==> src/rtl/lfs_pkg.sv <==
package lfs_pkg;
    localparam int RATE_W = 8;
    localparam int LANE_W = 3;

    localparam logic [RATE_W-1:0] RATE_LOW = 8'h06;
    localparam logic [RATE_W-1:0] RATE_MID = 8'h0A;
    localparam logic [RATE_W-1:0] RATE_TOP = 8'h14;

    typedef enum logic [1:0] {
        ST_IDLE = 2'd0,
        ST_PASS = 2'd1,
        ST_FAIL = 2'd2
    } lfs_state_e;
endpackage

==> src/rtl/lfs_next_cfg.sv <==
module lfs_next_cfg
    import lfs_pkg::*;
#(
    parameter int RW = RATE_W,
    parameter int LW = LANE_W
) (
    input  logic [RW-1:0] cur_rate,
    input  logic [LW-1:0] cur_lanes,
    input  logic [RW-1:0] max_rate,
    input  logic [LW-1:0] max_lanes,
    output logic [RW-1:0] nxt_rate,
    output logic [LW-1:0] nxt_lanes,
    output logic          nxt_ok
);
    localparam logic [LW-1:0] ONE_LANE = LW'(1);

    logic rate_known;

    always_comb begin
        nxt_rate   = cur_rate;
        nxt_lanes  = cur_lanes;
        rate_known = 1'b1;
        case (cur_rate)
            RW'(RATE_LOW): begin
                if (max_rate > RW'(RATE_LOW)) begin
                    nxt_rate = RW'(RATE_MID);
                end
                nxt_lanes = cur_lanes >> 1;
            end
            RW'(RATE_MID): begin
                nxt_rate = RW'(RATE_LOW);
            end
            RW'(RATE_TOP): begin
                if (cur_lanes == ONE_LANE) begin
                    nxt_rate  = RW'(RATE_MID);
                    nxt_lanes = max_lanes;
                end else begin
                    nxt_lanes = cur_lanes >> 1;
                end
            end
            default: begin
                rate_known = 1'b0;
            end
        endcase
        nxt_ok = rate_known && (nxt_lanes != '0);
    end
endmodule

==> src/rtl/lfs_ctrl.sv <==
module lfs_ctrl
    import lfs_pkg::*;
(
    input  logic clk,
    input  logic rst_n,
    input  logic step,
    input  logic cand_ok,
    output logic done,
    output logic fail
);
    lfs_state_e state_q, state_d;

    always_comb begin
        state_d = ST_IDLE;
        unique case (state_q)
            ST_IDLE, ST_PASS, ST_FAIL: begin
                if (step) begin
                    state_d = cand_ok ? ST_PASS : ST_FAIL;
                end
            end
            default: state_d = ST_IDLE;
        endcase
    end

    always_ff @(posedge clk or negedge rst_n) begin
        if (!rst_n) begin
            state_q <= ST_IDLE;
        end else begin
            state_q <= state_d;
        end
    end

    always_comb begin
        done = 1'b0;
        fail = 1'b0;
        unique case (state_q)
            ST_IDLE: ;
            ST_PASS: done = 1'b1;
            ST_FAIL: begin
                done = 1'b1;
                fail = 1'b1;
            end
            default: ;
        endcase
    end

    // a failure is always a presented result
    a_r10_fail_has_done: assert property (@(posedge clk) disable iff (!rst_n)
        fail |-> done);
    // result appears on the cycle after a request
    a_r10_done_after_step: assert property (@(posedge clk) disable iff (!rst_n)
        step |=> done);
    a_r10_no_spurious_done: assert property (@(posedge clk) disable iff (!rst_n)
        !step |=> !done);
endmodule

==> src/rtl/lfs_cfg_hold.sv <==
module lfs_cfg_hold
    import lfs_pkg::*;
#(
    parameter int RW = RATE_W,
    parameter int LW = LANE_W
) (
    input  logic          clk,
    input  logic          rst_n,
    input  logic          step,
    input  logic [RW-1:0] cur_rate,
    input  logic [LW-1:0] cur_lanes,
    input  logic [RW-1:0] cand_rate,
    input  logic [LW-1:0] cand_lanes,
    input  logic          use_saved,
    output logic [RW-1:0] rate,
    output logic [LW-1:0] lanes
);
    logic [RW-1:0] saved_rate_q, cand_rate_q;
    logic [LW-1:0] saved_lanes_q, cand_lanes_q;

    always_ff @(posedge clk or negedge rst_n) begin
        if (!rst_n) begin
            saved_rate_q  <= '0;
            saved_lanes_q <= '0;
            cand_rate_q   <= '0;
            cand_lanes_q  <= '0;
        end else if (step) begin
            saved_rate_q  <= cur_rate;
            saved_lanes_q <= cur_lanes;
            cand_rate_q   <= cand_rate;
            cand_lanes_q  <= cand_lanes;
        end
    end

    assign rate  = use_saved ? saved_rate_q  : cand_rate_q;
    assign lanes = use_saved ? saved_lanes_q : cand_lanes_q;
endmodule

==> src/rtl/lnk_fallback_stepper.sv <==
module lnk_fallback_stepper
    import lfs_pkg::*;
#(
    parameter int RW = RATE_W,
    parameter int LW = LANE_W
) (
    input  logic          clk,
    input  logic          rst_n,
    input  logic          step_i,
    input  logic [RW-1:0] cur_rate_i,
    input  logic [LW-1:0] cur_lanes_i,
    input  logic [RW-1:0] max_rate_i,
    input  logic [LW-1:0] max_lanes_i,
    output logic [RW-1:0] rate_o,
    output logic [LW-1:0] lanes_o,
    output logic          done_o,
    output logic          fail_o
);
    logic [RW-1:0] cand_rate;
    logic [LW-1:0] cand_lanes;
    logic          cand_ok;

    lfs_next_cfg #(.RW(RW), .LW(LW)) u_next (
        .cur_rate  (cur_rate_i),
        .cur_lanes (cur_lanes_i),
        .max_rate  (max_rate_i),
        .max_lanes (max_lanes_i),
        .nxt_rate  (cand_rate),
        .nxt_lanes (cand_lanes),
        .nxt_ok    (cand_ok)
    );

    lfs_ctrl u_ctrl (
        .clk     (clk),
        .rst_n   (rst_n),
        .step    (step_i),
        .cand_ok (cand_ok),
        .done    (done_o),
        .fail    (fail_o)
    );

    lfs_cfg_hold #(.RW(RW), .LW(LW)) u_hold (
        .clk        (clk),
        .rst_n      (rst_n),
        .step       (step_i),
        .cur_rate   (cur_rate_i),
        .cur_lanes  (cur_lanes_i),
        .cand_rate  (cand_rate),
        .cand_lanes (cand_lanes),
        .use_saved  (fail_o),
        .rate       (rate_o),
        .lanes      (lanes_o)
    );

    // failure restores the configuration presented with the step
    a_r9_restore_on_fail: assert property (@(posedge clk) disable iff (!rst_n)
        step_i |=> (!fail_o || (rate_o == $past(cur_rate_i) && lanes_o == $past(cur_lanes_i))));
    // middle rate drops to lowest rate at the same width
    a_r4_mid_to_low: assert property (@(posedge clk) disable iff (!rst_n)
        (step_i && cur_rate_i == RW'(RATE_MID) && cur_lanes_i != '0)
        |=> (!fail_o && rate_o == RW'(RATE_LOW) && lanes_o == $past(cur_lanes_i)));
    // single lane at top rate widens to the sink maximum at the middle rate
    a_r5_top_single_jump: assert property (@(posedge clk) disable iff (!rst_n)
        (step_i && cur_rate_i == RW'(RATE_TOP) && cur_lanes_i == LW'(1) && max_lanes_i != '0)
        |=> (!fail_o && rate_o == RW'(RATE_MID) && lanes_o == $past(max_lanes_i)));
    // unknown rate codes fail
    a_r7_unknown_rate: assert property (@(posedge clk) disable iff (!rst_n)
        (step_i && cur_rate_i != RW'(RATE_LOW) && cur_rate_i != RW'(RATE_MID)
         && cur_rate_i != RW'(RATE_TOP)) |=> fail_o);
    // a passing result never carries zero lanes
    a_r8_no_zero_pass: assert property (@(posedge clk) disable iff (!rst_n)
        (done_o && !fail_o) |-> lanes_o != '0);
endmodule

==> config.mk <==
export PLATFORM = sky130hd
export DESIGN_NAME = lnk_fallback_stepper
export DESIGN_NICKNAME = d
export VERILOG_FILES = /design/src/rtl/lfs_pkg.sv /design/src/rtl/lfs_next_cfg.sv /design/src/rtl/lfs_ctrl.sv /design/src/rtl/lfs_cfg_hold.sv /design/src/rtl/lnk_fallback_stepper.sv
export SDC_FILE = /design/constraint.sdc
export NUM_CORES = 1
export LEC_CHECK = 0
export BUFFER_PORTS_ARGS = -buffer_cell sky130_fd_sc_hd__buf_2
export CORE_MARGIN = 2
export CORE_UTILIZATION = 45
export CTS_BUF_LIST = sky130_fd_sc_hd__clkbuf_4 sky130_fd_sc_hd__clkbuf_8
export DETAILED_ROUTE_END_ITERATION = 8
export PLACE_DENSITY_LB_ADDON = 0.25
export SLEW_MARGIN = 20
export SYNTH_ARGS = -nofsm -noshare
export SYNTH_HDL_FRONTEND = slang
export SYNTH_SLANG_ARGS = --single-unit
==> constraint.sdc <==
create_clock -name clk -period 1.4 [get_ports clk]
set_input_delay 0.14 -clock clk [delete_from_list [all_inputs] [get_ports clk]]
set_output_delay 0.14 -clock clk [all_outputs]
set_load 0.02 [all_outputs]
Word-level counts from Yosys, hierarchy flattened
Index checks and enable logic that the tools add are counted.
- $add $sub $neg: 0
- multiply operators: 0
- divide/modulo/power cells: 0
- magnitude comparators: 1
- equality and inequality tests: 6
- shift operators: 0
- muxes and demuxes: 13
- bitwise operators: 0
- reductions and logical operators: 6
- operators by type and width (kind ; number):
    8-bit two-way mux ; 3
    8-bit case mux with 3 select lines ; 1
    8-bit by 3-bit == test with 1-bit output, second input constant ; 1
    8-bit by 4-bit == test with 1-bit output, second input constant ; 1
    8-bit by 5-bit == test with 1-bit output, second input constant ; 1
    8-bit by 3-bit > comparator with 1-bit output, second input constant ; 1
    2-bit two-way mux ; 3
    3-bit two-way mux ; 2
    3-bit case mux with 2 select lines ; 1
    3-bit OR reduction ; 2
    3-bit by 1-bit == test with 1-bit output, second input constant ; 1
    1-bit two-way mux ; 3
    3-bit nonzero test ; 1
    2-bit by 1-bit == test with 1-bit output, second input constant ; 1
    2-bit == test, second input constant ; 1
    2-bit zero test ; 1
    2-bit OR reduction ; 1
    1-bit logical AND ; 1
- flip-flop bits (word level): 24
- latch bits: 0
- memory bits (writable): 0
- memory bits (read-only): 0
- input bits: 25
- output and inout bits: 13
- word-level logic and storage cells: 31
- memories kept: 0

Logic depth before layout (Yosys ltp)
Gate-level depths: netlist of run 1.
- word-level depth: 8
- gate-level depth with buffers: 6
- mapped depth without buffers: 5

Modules after synthesis
Synthesis of run 1 repeated with hierarchy kept, for this count alone.
- cells, all modules: 110
- area total of the unflattened synthesis: 1378.8 µm²
- modules (own cells, without submodules) (module ; instances ; cells each ; area an instance (µm²) ; sequential area each (µm²)):
    lfs_cfg_hold ; 1 ; 58 ; 952.2 ; 550.5
    lfs_next_cfg ; 1 ; 44 ; 322.8 ; 0.0
    lfs_ctrl ; 1 ; 8 ; 103.8 ; 50.0

Least setup slack after synthesis of run 1
No wires, ideal clock.
- path type: reg-to-output
- start point: reg u_ctrl.state_q[0]
- end point: out rate_o[3]
- arrival: 1.630 ns
- required time: 1.260 ns
- setup slack: -0.370 ns
- stages on the path, launching flop included: 6
- buffers on the path: 2
- path through: dfrtp_1 inv_1 ha_1 clkbuf_1 clkbuf_1 mux2_2
- cells in the longest elaborated chain, start to end: 3
- ends and longest elaborated chain (what ; RTL line ; text):
    from (decl) ; lfs_ctrl.sv:11 ; lfs_state_e state_q, state_d;
    from (signal assigned) ; lfs_ctrl.sv:29 ; state_q <= state_d;
    2-bit == test ; lfs_ctrl.sv:36 ; unique case (state_q)
    1-bit two-way mux ; lfs_ctrl.sv:36 ;
    named net fail_o ; lnk_fallback_stepper.sv:17 ; output logic fail_o
    8-bit two-way mux ; lfs_cfg_hold.sv:35 ; assign rate = use_saved ? saved_rate_q : cand_rate_q;
    to (decl) ; lnk_fallback_stepper.sv:14 ; output logic [RW-1:0] rate_o,
The timed path passes the listed nets, and every way through them passes these cells.

Worst setup path after layout of run 1
- start point: reg u_ctrl.state_q[1]
- end point: out rate_o[3]
- cells in the longest elaborated chain, start to end: 3
- ends and longest elaborated chain (what ; RTL line):
    2-bit == test ; lfs_ctrl.sv:36
    1-bit two-way mux ; lfs_ctrl.sv:36
    8-bit two-way mux ; lfs_cfg_hold.sv:35
Every way passes these cells.

==> flow_metrics.env, run 1 <==
export IMPL_result_of_the_run="finished with violations"
export IMPL_violations_in_the_final_reports="setup timing"
export IMPL_critPathCaptureType="primary output"
export IMPL_cts_path_max_buffers=2
export IMPL_synth_async_sr_flop_share=1.00
export IMPL_cts_root_buffer_cell="sky130_fd_sc_hd__clkbuf_4"
export IMPL_ios=38
export IMPL_design_die_area_mm2=0.00355
export IMPL_grt_max_degree=25
export IMPL_dp_worst_setup_slack_ns=-0.168
export IMPL_area_delta_synth_final_pct=45.1
export IMPL_dp_cells=219
export IMPL_tritoncts_num_buffers=3
export IMPL_synth_yosys_seq_area_share=0.432
export IMPL_setup_crit_start_kind="flop"
export IMPL_drv_max_cap_violation_count=0
export IMPL_met1_length_mm=1.46
export IMPL_ff2ff_setup_slack_ns=-0.27
export IMPL_count_of_tritonroute_iterations_in_the_first_routing_pass=5
export IMPL_core_mm2=0.00300
export IMPL_utilization=0.672
export IMPL_setup_slack_after_layout_ns=-0.345
export IMPL_final_period_minus_worst_setup_slack_ns=1.75
export IMPL_synth_yosys_warnings=0
export IMPL_min_from="cur_lanes_i[0]"
export IMPL_gp_congestion=0.943
export IMPL_synth_cells=137
export IMPL_yosys_cell_types_count=39
export IMPL_fin_total_pwr_mw=1.84
export IMPL_port_buffers=37
export IMPL_synth_flop_cell="sky130_fd_sc_hd__dfrtp_1"
export IMPL_critical_path_required_ns=1.26
export IMPL_total_leakage_power_nw=0.933
export IMPL_critPathArrivalTime_ns=1.61
export IMPL_number_of_drc_violations_after_detailed_routing_iteration_0=34
export IMPL_global_route_overflow_total=0
export IMPL_synth_edf_count=0
export IMPL_drtAntennaViolNets=0
export IMPL_r2r_path_end="u_ctrl.state_q[1]"
export IMPL_grt_pass1_wl_mm=5.75
export IMPL_pwr_density_cell_mw_per_mm2=910
export IMPL_hold_viol_final=0
export IMPL_drive_above_1_share=0.520
export IMPL_finalSetupViolCount=14
export IMPL_hold_path_stages=2
export IMPL_clock_latency_ns=0.32
export IMPL_mappedNetlistNets=164
export IMPL_syn_area_mm2=0.00139
export IMPL_floorplan_rows=20
export IMPL_synth_ff_latch_count=24
export IMPL_fp_dieH_um=59.6
export IMPL_dp_final_hpwl_mm=2.58
export IMPL_slew_violations=0
export IMPL_unrepaired_setup_endpoints_after_global_routing="yes"
export IMPL_final_cells=231
export IMPL_detail_route_wirelength_mm=3.63
export IMPL_start_util=0.463
export IMPL_via_count_of_the_first_global_routing_pass=1302
export IMPL_ff2ff_path_depth=7
export IMPL_worst_hold_path_endpoint="u_hold.saved_lanes_q[0]"
export IMPL_final_nets=226
export IMPL_vias_per_cell=5.69
export IMPL_clkSinkCount=24
export IMPL_max_slew_margin=0.643
export IMPL_insertedDiodeCount=0
export IMPL_reg2reg_from="u_ctrl.state_q[1]"
export IMPL_chipWidth_um=59.6
export IMPL_drc_violation_count_after_routing=0
export IMPL_dr_total_vias=1315
export IMPL_fmax_ghz=0.573
export IMPL_route_met3_wl_um=230
export IMPL_vdd_drop_max_uv=596
export IMPL_crit_path_max_fanout=5
export IMPL_synth_avg_cell_area_um2=10.1
export IMPL_route_detailed_wl_per_inst_um=15.7
export IMPL_setup_tns_final_ns=-3.90
export IMPL_min_period_over_period=1.25
export IMPL_cts_tree="yes"
export IMPL_wl_met2_mm=1.85
export IMPL_finalClockSkew_ns=0.000294
export IMPL_htreeDepth=1
export IMPL_antenna_found_initial=0
export IMPL_global_route_usage_total=0.214
export IMPL_dr_max_layer_used="met4"
export IMPL_worstSetupPathType="flop to primary output"
export IMPL_max_slew_worst_pin_slew_ns=0.535
export IMPL_hold_path_class="primary input to flop"
export IMPL_cts_clock_pin_slew_for_the_worst_setup_and_hold_paths_ns=0.13
-- sequential cells by signal, summed over array words and instances (netlist names) --
| register | count |
|---|---|
| u_hold.saved_lanes_q | 3 |
| u_hold.cand_rate_q | 8 |
| u_ctrl.state_q | 2 |
| u_hold.cand_lanes_q | 3 |
| u_hold.saved_rate_q | 8 |
-- final cells by class --
cell class	count	area [um2]
Clock inverter	1	30.0
Timing Repair Buffer	63	495
Multi-Input combinational cell	91	767
Clock buffer	3	22.5
Inverter	16	60.1
Fill cell	226	986
Sequential cell	24	601
Tap cell	33	41.3
-- worst max-delay path, stage by stage (launching register included) --
cell	delay, ns
sky130_fd_sc_hd__dfrtp_1	0.42
sky130_fd_sc_hd__buf_6	0.13
sky130_fd_sc_hd__ha_4	0.17
sky130_fd_sc_hd__buf_6	0.14
sky130_fd_sc_hd__mux2_4	0.30
sky130_fd_sc_hd__buf_6	0.13
-- routing by layer --
| metal | vias up | GRT usage |
|---|---|---|
| met3 | 12 | 0.0218 |
| met1 | 617 | 0.272 |
| met2 | 67 | 0.377 |
| met4 | 0 | 0.0762 |
| li1 | 619 | - |
| met5 | - | 0 |
-- cells by family after synthesis --
family,count (synthesis),synth area share
buf+inv,22,0.0648
fa+ha+maj,2,0.0180
compound gates,35,0.180
xor+xnor,2,0.0126
mux,16,0.130
simple gates,36,0.163
flops,24,0.432
-- power breakdown --
part	switching, mW	leakage, nW	internal (mW)	total, mW
Clock	0.220	0.0279	0.290	0.510
Sequential	0.0305	0.285	0.755	0.785
Combinational	0.259	0.620	0.283	0.542
Total	0.510	0.933	1.33	1.84
-- worst max-delay path by stage --
stage,from,end,slack (ns),depth (start not counted)
finish,u_ctrl.state_q[1],rate_o[3],-0.35,5
detailed placement,max_rate_i[6],u_hold.cand_rate_q[4],-0.17,5
global placement,max_rate_i[6],u_hold.cand_rate_q[4],-0.15,5
floorplan,u_ctrl.state_q[1],u_ctrl.state_q[1],0.002,5
CTS,u_ctrl.state_q[1],rate_o[4],-0.34,5
global route,u_ctrl.state_q[1],rate_o[4],-0.37,5
-- synthesized netlist by cell type (all sizes together) (2+ instances only) --
cell type / count / area, um2
a21oi: 3 / 15.0
a221o: 2 / 20.0
a221oi: 2 / 23.8
a22o: 2 / 17.5
clkbuf: 5 / 18.8
dfrtp: 24 / 601
ha: 2 / 25.0
inv: 16 / 60.1
mux2: 16 / 180
nand2: 10 / 37.5
nand2b: 2 / 12.5
nor2: 9 / 33.8
nor3: 5 / 36.3
nor4b: 2 / 32.5
o21ai: 13 / 65.1
o22ai: 2 / 12.5
o31ai: 2 / 15.0
or4b: 2 / 23.8
xor2: 2 / 17.5
-- stage by stage --
| stage | hold slack (ns) | instance area [um2] |
|---|---|---|
| CTS | 0.0842 | 1930 |
| floorplan | -0.156 | 1440 |
| finish | 0.0960 | 2020 |
| global placement | 0.146 | 1750 |
| global route | 0.0974 | 2020 |
| detailed placement | 0.154 | 1750 |
-- placed cells by master, fill, tap and decap left out, drive strengths merged, types with 3 or more instances in the layout --
master | netlist | routed
nor3 | 5 | 5
buf | 1 | 62
mux2 | 16 | 16
nand2 | 10 | 10
o21ai | 13 | 13
dfrtp | 24 | 24
nor2 | 9 | 9
inv | 16 | 16
clkbuf | 5 | 3
a21oi | 3 | 3
-- timing repair --
action,4_1_cts,5_1_grt
endpoints found under the setup margin,14,14
resized for setup,23,22
endpoints found under the hold margin,24,0
pin swaps,4,3
hold buffers,1,0
buffers inserted,5,2
(Power assumes the default switching activity.)
==> inputs of run 2 (changes only) <==
REMOVE_ABC_BUFFERS = 1   (was not set)
==> run 2 against run 1 <==
Largest cell class unchanged. Die area unchanged. Sequential power about the same. Cell count is 0.87% higher. Highest routed layer unchanged. Largest power group unchanged. The flow still finishes with violations (setup timing). Global-route usage increased by 0.82 points.
==> flow_metrics.env, run 2 (synthesis gave the netlist of run 1 again) <==
export IMPL_result_of_the_run="finished with violations"
export IMPL_violations_in_the_final_reports="setup timing"
export IMPL_worstSetupPathType="flop to flop"
export IMPL_total_leakage_power_nw=0.957
export IMPL_worst_hold_path_endpoint="u_hold.saved_lanes_q[0]"
export IMPL_vdd_drop_max_uv=488
export IMPL_slew_violations=0
export IMPL_count_of_tritonroute_iterations_in_the_first_routing_pass=4
export IMPL_cts_clock_pin_slew_for_the_worst_setup_and_hold_paths_ns=0.14
export IMPL_cts_path_max_buffers=2
export IMPL_grt_pass1_wl_mm=5.87
export IMPL_clock_latency_ns=0.33
export IMPL_area_of_the_multi_input_gates_um2=788
export IMPL_unrepaired_setup_endpoints_after_global_routing="yes"
export IMPL_setup_crit_start_kind="flop"
export IMPL_min_period_over_period=1.19
export IMPL_final_period_minus_worst_setup_slack_ns=1.67
export IMPL_via_count_of_the_first_global_routing_pass=1299
export IMPL_final_nets=228
export IMPL_setup_tns_final_ns=-3.07
export IMPL_layout_commonest_cell="sky130_fd_sc_hd__buf_2"
export IMPL_dr_total_vias=1312
export IMPL_ios=38
export IMPL_max_slew_worst_pin_slew_ns=0.555
export IMPL_max_slew_margin=0.630
export IMPL_min_from="cur_lanes_i[0]"
export IMPL_htreeDepth=1
export IMPL_ff2ff_path_depth=7
export IMPL_drive_above_1_share=0.505
export IMPL_hold_path_class="primary input to flop"
export IMPL_nFillCells=234
export IMPL_regArea_um2=601
export IMPL_globalRouteMet3Util=0.0240
export IMPL_gp_congestion=0.842
export IMPL_hold_path_stages=2
export IMPL_hold_viol_final=0
export IMPL_grtUsageMet2=0.396
export IMPL_fin_total_pwr_mw=1.83
export IMPL_setup_slack_after_layout_ns=-0.273
export IMPL_drc_violation_count_after_routing=0
export IMPL_fp_dieH_um=59.6
export IMPL_core_mm2=0.00300
export IMPL_global_route_usage_total=0.222
export IMPL_reg2reg_from="u_ctrl.state_q[1]"
export IMPL_cts_root_buffer_cell="sky130_fd_sc_hd__clkbuf_4"
export IMPL_design_die_area_mm2=0.00355
export IMPL_top_usage_layer="met2"
export IMPL_dp_final_hpwl_mm=2.64
export IMPL_crit_path_max_fanout=2
export IMPL_ff2ff_setup_slack_ns=-0.27
export IMPL_port_buffers=37
export IMPL_area_delta_synth_final_pct=45.9
export IMPL_global_route_overflow_total=0
export IMPL_r2r_path_end="u_ctrl.state_q[1]"
export IMPL_antenna_found_initial=0
export IMPL_clkSinkCount=24
export IMPL_fmax_ghz=0.598
export IMPL_tritoncts_num_buffers=3
export IMPL_vias_per_cell=5.63
export IMPL_critPathArrivalTime_ns=1.94
export IMPL_final_design_area_excluding_fillers_mm2=0.00203
export IMPL_dp_worst_setup_slack_ns=-0.250
export IMPL_start_util=0.463
export IMPL_layout_cells_most_common_list="sky130_fd_sc_hd__buf_2, sky130_fd_sc_hd__dfrtp_1, sky130_fd_sc_hd__buf_4"
export IMPL_dpl_instance_area_mm2=0.00174
export IMPL_chipWidth_um=59.6
export IMPL_drtAntennaViolNets=0
export IMPL_finalClockSkew_ns=0.000316
export IMPL_registers_with_the_highest_flip_flop_counts="u_hold.cand_rate_q x8, u_hold.saved_rate_q x8"
export IMPL_floorplan_rows=20
export IMPL_pwr_density_cell_mw_per_mm2=903
export IMPL_detail_route_wirelength_mm=3.72
export IMPL_drv_max_cap_violation_count=0
export IMPL_cts_tree="yes"
export IMPL_insertedDiodeCount=0
export IMPL_critical_path_required_ns=1.67
export IMPL_critPathCaptureType="flop"
export IMPL_grt_use_met1=0.284
export IMPL_route_detailed_wl_per_inst_um=16.0
export IMPL_finalSetupViolCount=13
export IMPL_number_of_drc_violations_after_detailed_routing_iteration_0=47
export IMPL_grt_max_degree=25
==> run 2: final cells by class <==
| type | instances | share of cell area |
|---|---|---|
| multi-input combinational | 91 | 0.389 |
| sequential | 24 | 0.296 |
| timing repair buffer | 65 | 0.239 |
| inverter | 16 | 0.0296 |
| tap | 33 | 0.0204 |
| clock inverter | 1 | 0.0148 |
| clock buffer | 3 | 0.0111 |
==> run 2: per-stage QoR <==
step	hold slack (ns)	instances	utilization
final	0.100	233	0.675
after global routing	0.0903	233	0.675
after CTS	0.0992	232	0.656
after detailed placement	0.162	222	0.581
after global placement	0.145	222	0.581
after floorplan	-0.156	131	-
==> run 2: worst max-delay path, stage by stage, from the launching register on <==
cell	delay [ns]
sky130_fd_sc_hd__dfrtp_1	0.44
sky130_fd_sc_hd__buf_4	0.15
sky130_fd_sc_hd__buf_6	0.11
sky130_fd_sc_hd__ha_4	0.15
sky130_fd_sc_hd__nand2b_4	0.14
sky130_fd_sc_hd__or2_4	0.22
sky130_fd_sc_hd__a221o_1	0.28
sky130_fd_sc_hd__o22ai_2	0.11
==> run 2: power breakdown <==
part,switching [mW],internal [mW]
clock network,0.222,0.290
logic,0.257,0.276
registers,0.0323,0.755
total,0.512,1.32
==> run 2: worst max path at each step <==
stage	start	endpoint	slack, ns
6_report	u_ctrl.state_q[1]	u_ctrl.state_q[1]	-0.27
3_5_place_dp	max_rate_i[6]	u_hold.cand_rate_q[4]	-0.25
3_3_place_gp	max_rate_i[6]	u_hold.cand_rate_q[4]	-0.19
4_1_cts	u_ctrl.state_q[0]	rate_o[2]	-0.30
2_1_floorplan	u_ctrl.state_q[0]	lanes_o[0]	-0.12
5_1_grt	u_ctrl.state_q[1]	u_ctrl.state_q[1]	-0.31
==> run 2: timing repair <==
item / CTS / global route
hold buffers: 1 / 0
pin swaps: 2 / 2
setup endpoints to repair: 13 / 14
hold endpoints to repair: 24 / 0
gates resized for setup: 37 / 13
buffers inserted: 5 / 1
==> run 2: per-layer routing <==
layer / wire length [um] / up-vias
met2: 1920 / 56
met3: 224 / 9
met1: 1520 / 628
met4: 62 / 0
met5: 0 / -
li1: - / 619
==> inputs of run 3 (changes only) <==
RECOVER_POWER = 50   (was not set)
clock period = 1.5 ns   (was 1.4 ns; I/O delays follow)
==> run 3 against run 2 <==
The flow still finishes with violations (setup timing). Critical path type is now flop to primary output. Via count down 5.0%. Count of clock-buffer cells in the layout unchanged. Critical path depth down 2. Global-route usage down 1.3 points. Hold slack better by 0.028 ns. Total power down 19%. First-iteration DRC count up 34%. Flip-flop and latch count unchanged. Routed wire length down 8.2%. Register-to-register slack better by 0.25 ns. Sequential power down 6.7%. Clock power down 46%.
==> flow_metrics.env, run 3 (synthesis gave the netlist of run 1 again) <==
export IMPL_result_of_the_run="finished with violations"
export IMPL_violations_in_the_final_reports="setup timing"
export IMPL_critPathArrivalTime_ns=1.56
export IMPL_tritoncts_num_buffers=3
export IMPL_power_switching_uw=439
export IMPL_hold_viol_final=0
export IMPL_pwr_density_cell_mw_per_mm2=771
export IMPL_final_period_minus_worst_setup_slack_ns=1.71
export IMPL_start_util=0.463
export IMPL_global_route_overflow_total=0
export IMPL_worstSetupPathType="flop to primary output"
export IMPL_grt_max_degree=25
export IMPL_global_route_usage_total=0.209
export IMPL_max_slew_margin=0.438
export IMPL_setup_tns_final_ns=-2.12
export IMPL_area_delta_synth_final_pct=38.1
export IMPL_max_slew_worst_pin_slew_ns=0.844
export IMPL_antenna_found_initial=0
export IMPL_fmax_ghz=0.583
export IMPL_setup_crit_start_kind="flop"
export IMPL_layout_cells_most_common_list="sky130_fd_sc_hd__dfrtp_1, sky130_fd_sc_hd__buf_2, sky130_fd_sc_hd__buf_4"
export IMPL_final_nets=221
export IMPL_finalSetupViolCount=13
export IMPL_cts_clock_pin_slew_for_the_worst_setup_and_hold_paths_ns=0.12
export IMPL_drv_max_cap_violation_count=0
export IMPL_drc_violation_count_after_routing=0
export IMPL_clkSinkCount=24
export IMPL_unrepaired_setup_endpoints_after_global_routing="yes"
export IMPL_layout_commonest_cell="sky130_fd_sc_hd__dfrtp_1"
export IMPL_count_of_tritonroute_iterations_in_the_first_routing_pass=4
export IMPL_drtAntennaViolNets=0
export IMPL_cts_path_max_buffers=2
export IMPL_htreeDepth=1
export IMPL_ios=38
export IMPL_cts_root_buffer_cell="sky130_fd_sc_hd__clkbuf_4"
export IMPL_clock_latency_ns=0.31
export IMPL_vdd_drop_max_uv=393
export IMPL_fp_dieH_um=59.6
export IMPL_number_of_drc_violations_after_detailed_routing_iteration_0=63
export IMPL_dp_final_hpwl_mm=2.62
export IMPL_crit_path_max_fanout=4
export IMPL_dr_total_vias=1246
export IMPL_finalClockSkew_ns=0.000502
export IMPL_critPathCaptureType="primary output"
export IMPL_core_mm2=0.00300
export IMPL_power_sequential_fraction=0.496
export IMPL_chipWidth_um=59.6
export IMPL_power_switching_share=0.297
export IMPL_setup_slack_after_layout_ns=-0.214
export IMPL_slew_violations=0
export IMPL_min_period_over_period=1.14
export IMPL_floorplan_rows=20
export IMPL_via_count_of_the_first_global_routing_pass=1237
export IMPL_vias_per_cell=5.54
export IMPL_final_cells=225
export IMPL_total_leakage_power_nw=0.899
export IMPL_nFillCells=258
export IMPL_dp_cells=218
export IMPL_registers_with_the_highest_flip_flop_counts="u_hold.cand_rate_q x8, u_hold.saved_rate_q x8"
export IMPL_route_detailed_wl_per_inst_um=15.2
export IMPL_hold_path_class="primary input to flop"
export IMPL_cts_tree="yes"
export IMPL_clkPwrFrac=0.187
export IMPL_combinational_power_share=0.317
export IMPL_port_buffers=37
export IMPL_grt_pass1_wl_mm=5.59
export IMPL_design_die_area_mm2=0.00355
export IMPL_internal_power_mw=1.04
export IMPL_drive_above_1_share=0.469
export IMPL_critical_path_required_ns=1.35
export IMPL_detail_route_wirelength_mm=3.42
export IMPL_insertedDiodeCount=0
export IMPL_gp_congestion=0.842
==> run 3: final cells by class <==
cell class                      count  area (um2)  area share
Multi-Input combinational cell     91         766       0.399
Sequential cell                    24         601       0.313
Timing Repair Buffer               58         429       0.224
Inverter                           16        60.1      0.0313
Tap cell                           33        41.3      0.0215
Clock buffer                        3        22.5      0.0117
==> run 3: metrics by stage <==
| step | util | area, um2 | power, mW | hold WS [ns] | setup WS (ns) |
|---|---|---|---|---|---|
| after floorplan | - | 1360 | 0.937 | -0.146 | -0.0318 |
| after global placement | 0.571 | 1710 | 1.11 | 0.156 | -0.0931 |
| after detailed placement | 0.571 | 1710 | 1.12 | 0.170 | -0.174 |
| after CTS | 0.636 | 1910 | 1.49 | 0.118 | -0.219 |
| after global routing | 0.639 | 1920 | 1.56 | 0.135 | -0.272 |
| final | 0.639 | 1920 | 1.48 | 0.128 | -0.214 |
==> run 3: final timing paths <==
check | endpoint | start | depth (start not counted) | slack [ns]
worst min-delay path | u_hold.saved_lanes_q[0] | cur_lanes_i[0] | 2 | 0.13
max in group asynchronous | u_ctrl.state_q[1] | rst_n | 2 | 0.72
worst min register to register | u_hold.saved_rate_q[4] | u_hold.saved_rate_q[4] | 1 | 0.53
min in group asynchronous | u_hold.cand_rate_q[7] | rst_n | 2 | 0.37
worst max register to register | u_ctrl.state_q[1] | u_ctrl.state_q[0] | 6 | -0.02
worst max-delay path | rate_o[2] | u_ctrl.state_q[0] | 5 | -0.21
==> run 3: layer usage <==
| layer | share of wire | routed length [um] | up-vias | global-route usage |
|---|---|---|---|---|
| li1 | - | - | 602 | - |
| met1 | 0.44 | 1510 | 599 | 0.272 |
| met2 | 0.50 | 1710 | 40 | 0.350 |
| met3 | 0.043 | 147 | 5 | 0.0262 |
| met4 | 0.014 | 47 | 0 | 0.0857 |
| met5 | 0 | 0 | - | 0 |
==> run 3: power by group through the flow <==
stage	registers [mW]	clock network, mW	logic (mW)
floorplan	0.735	0	0.202
global placement	0.740	0	0.366
detailed placement	0.744	0	0.376
CTS	0.733	0.293	0.466
global route	0.741	0.314	0.507
finish	0.734	0.277	0.469
==> run 3: timing repair <==
item	4_1_cts	5_1_grt
pin swaps	1	1
hold buffers	1	0
cloned	0	0
endpoints found under the hold margin	24	0
buffers inserted	3	0
endpoints found under the setup margin	13	13
gates resized for setup	40	4
==> run 3: critical path, stage by stage (launching register included) <==
cell,delay (ns)
sky130_fd_sc_hd__dfrtp_1,0.41
sky130_fd_sc_hd__inv_1,0.07
sky130_fd_sc_hd__ha_2,0.20
sky130_fd_sc_hd__buf_6,0.14
sky130_fd_sc_hd__mux2_4,0.31
sky130_fd_sc_hd__buf_6,0.13
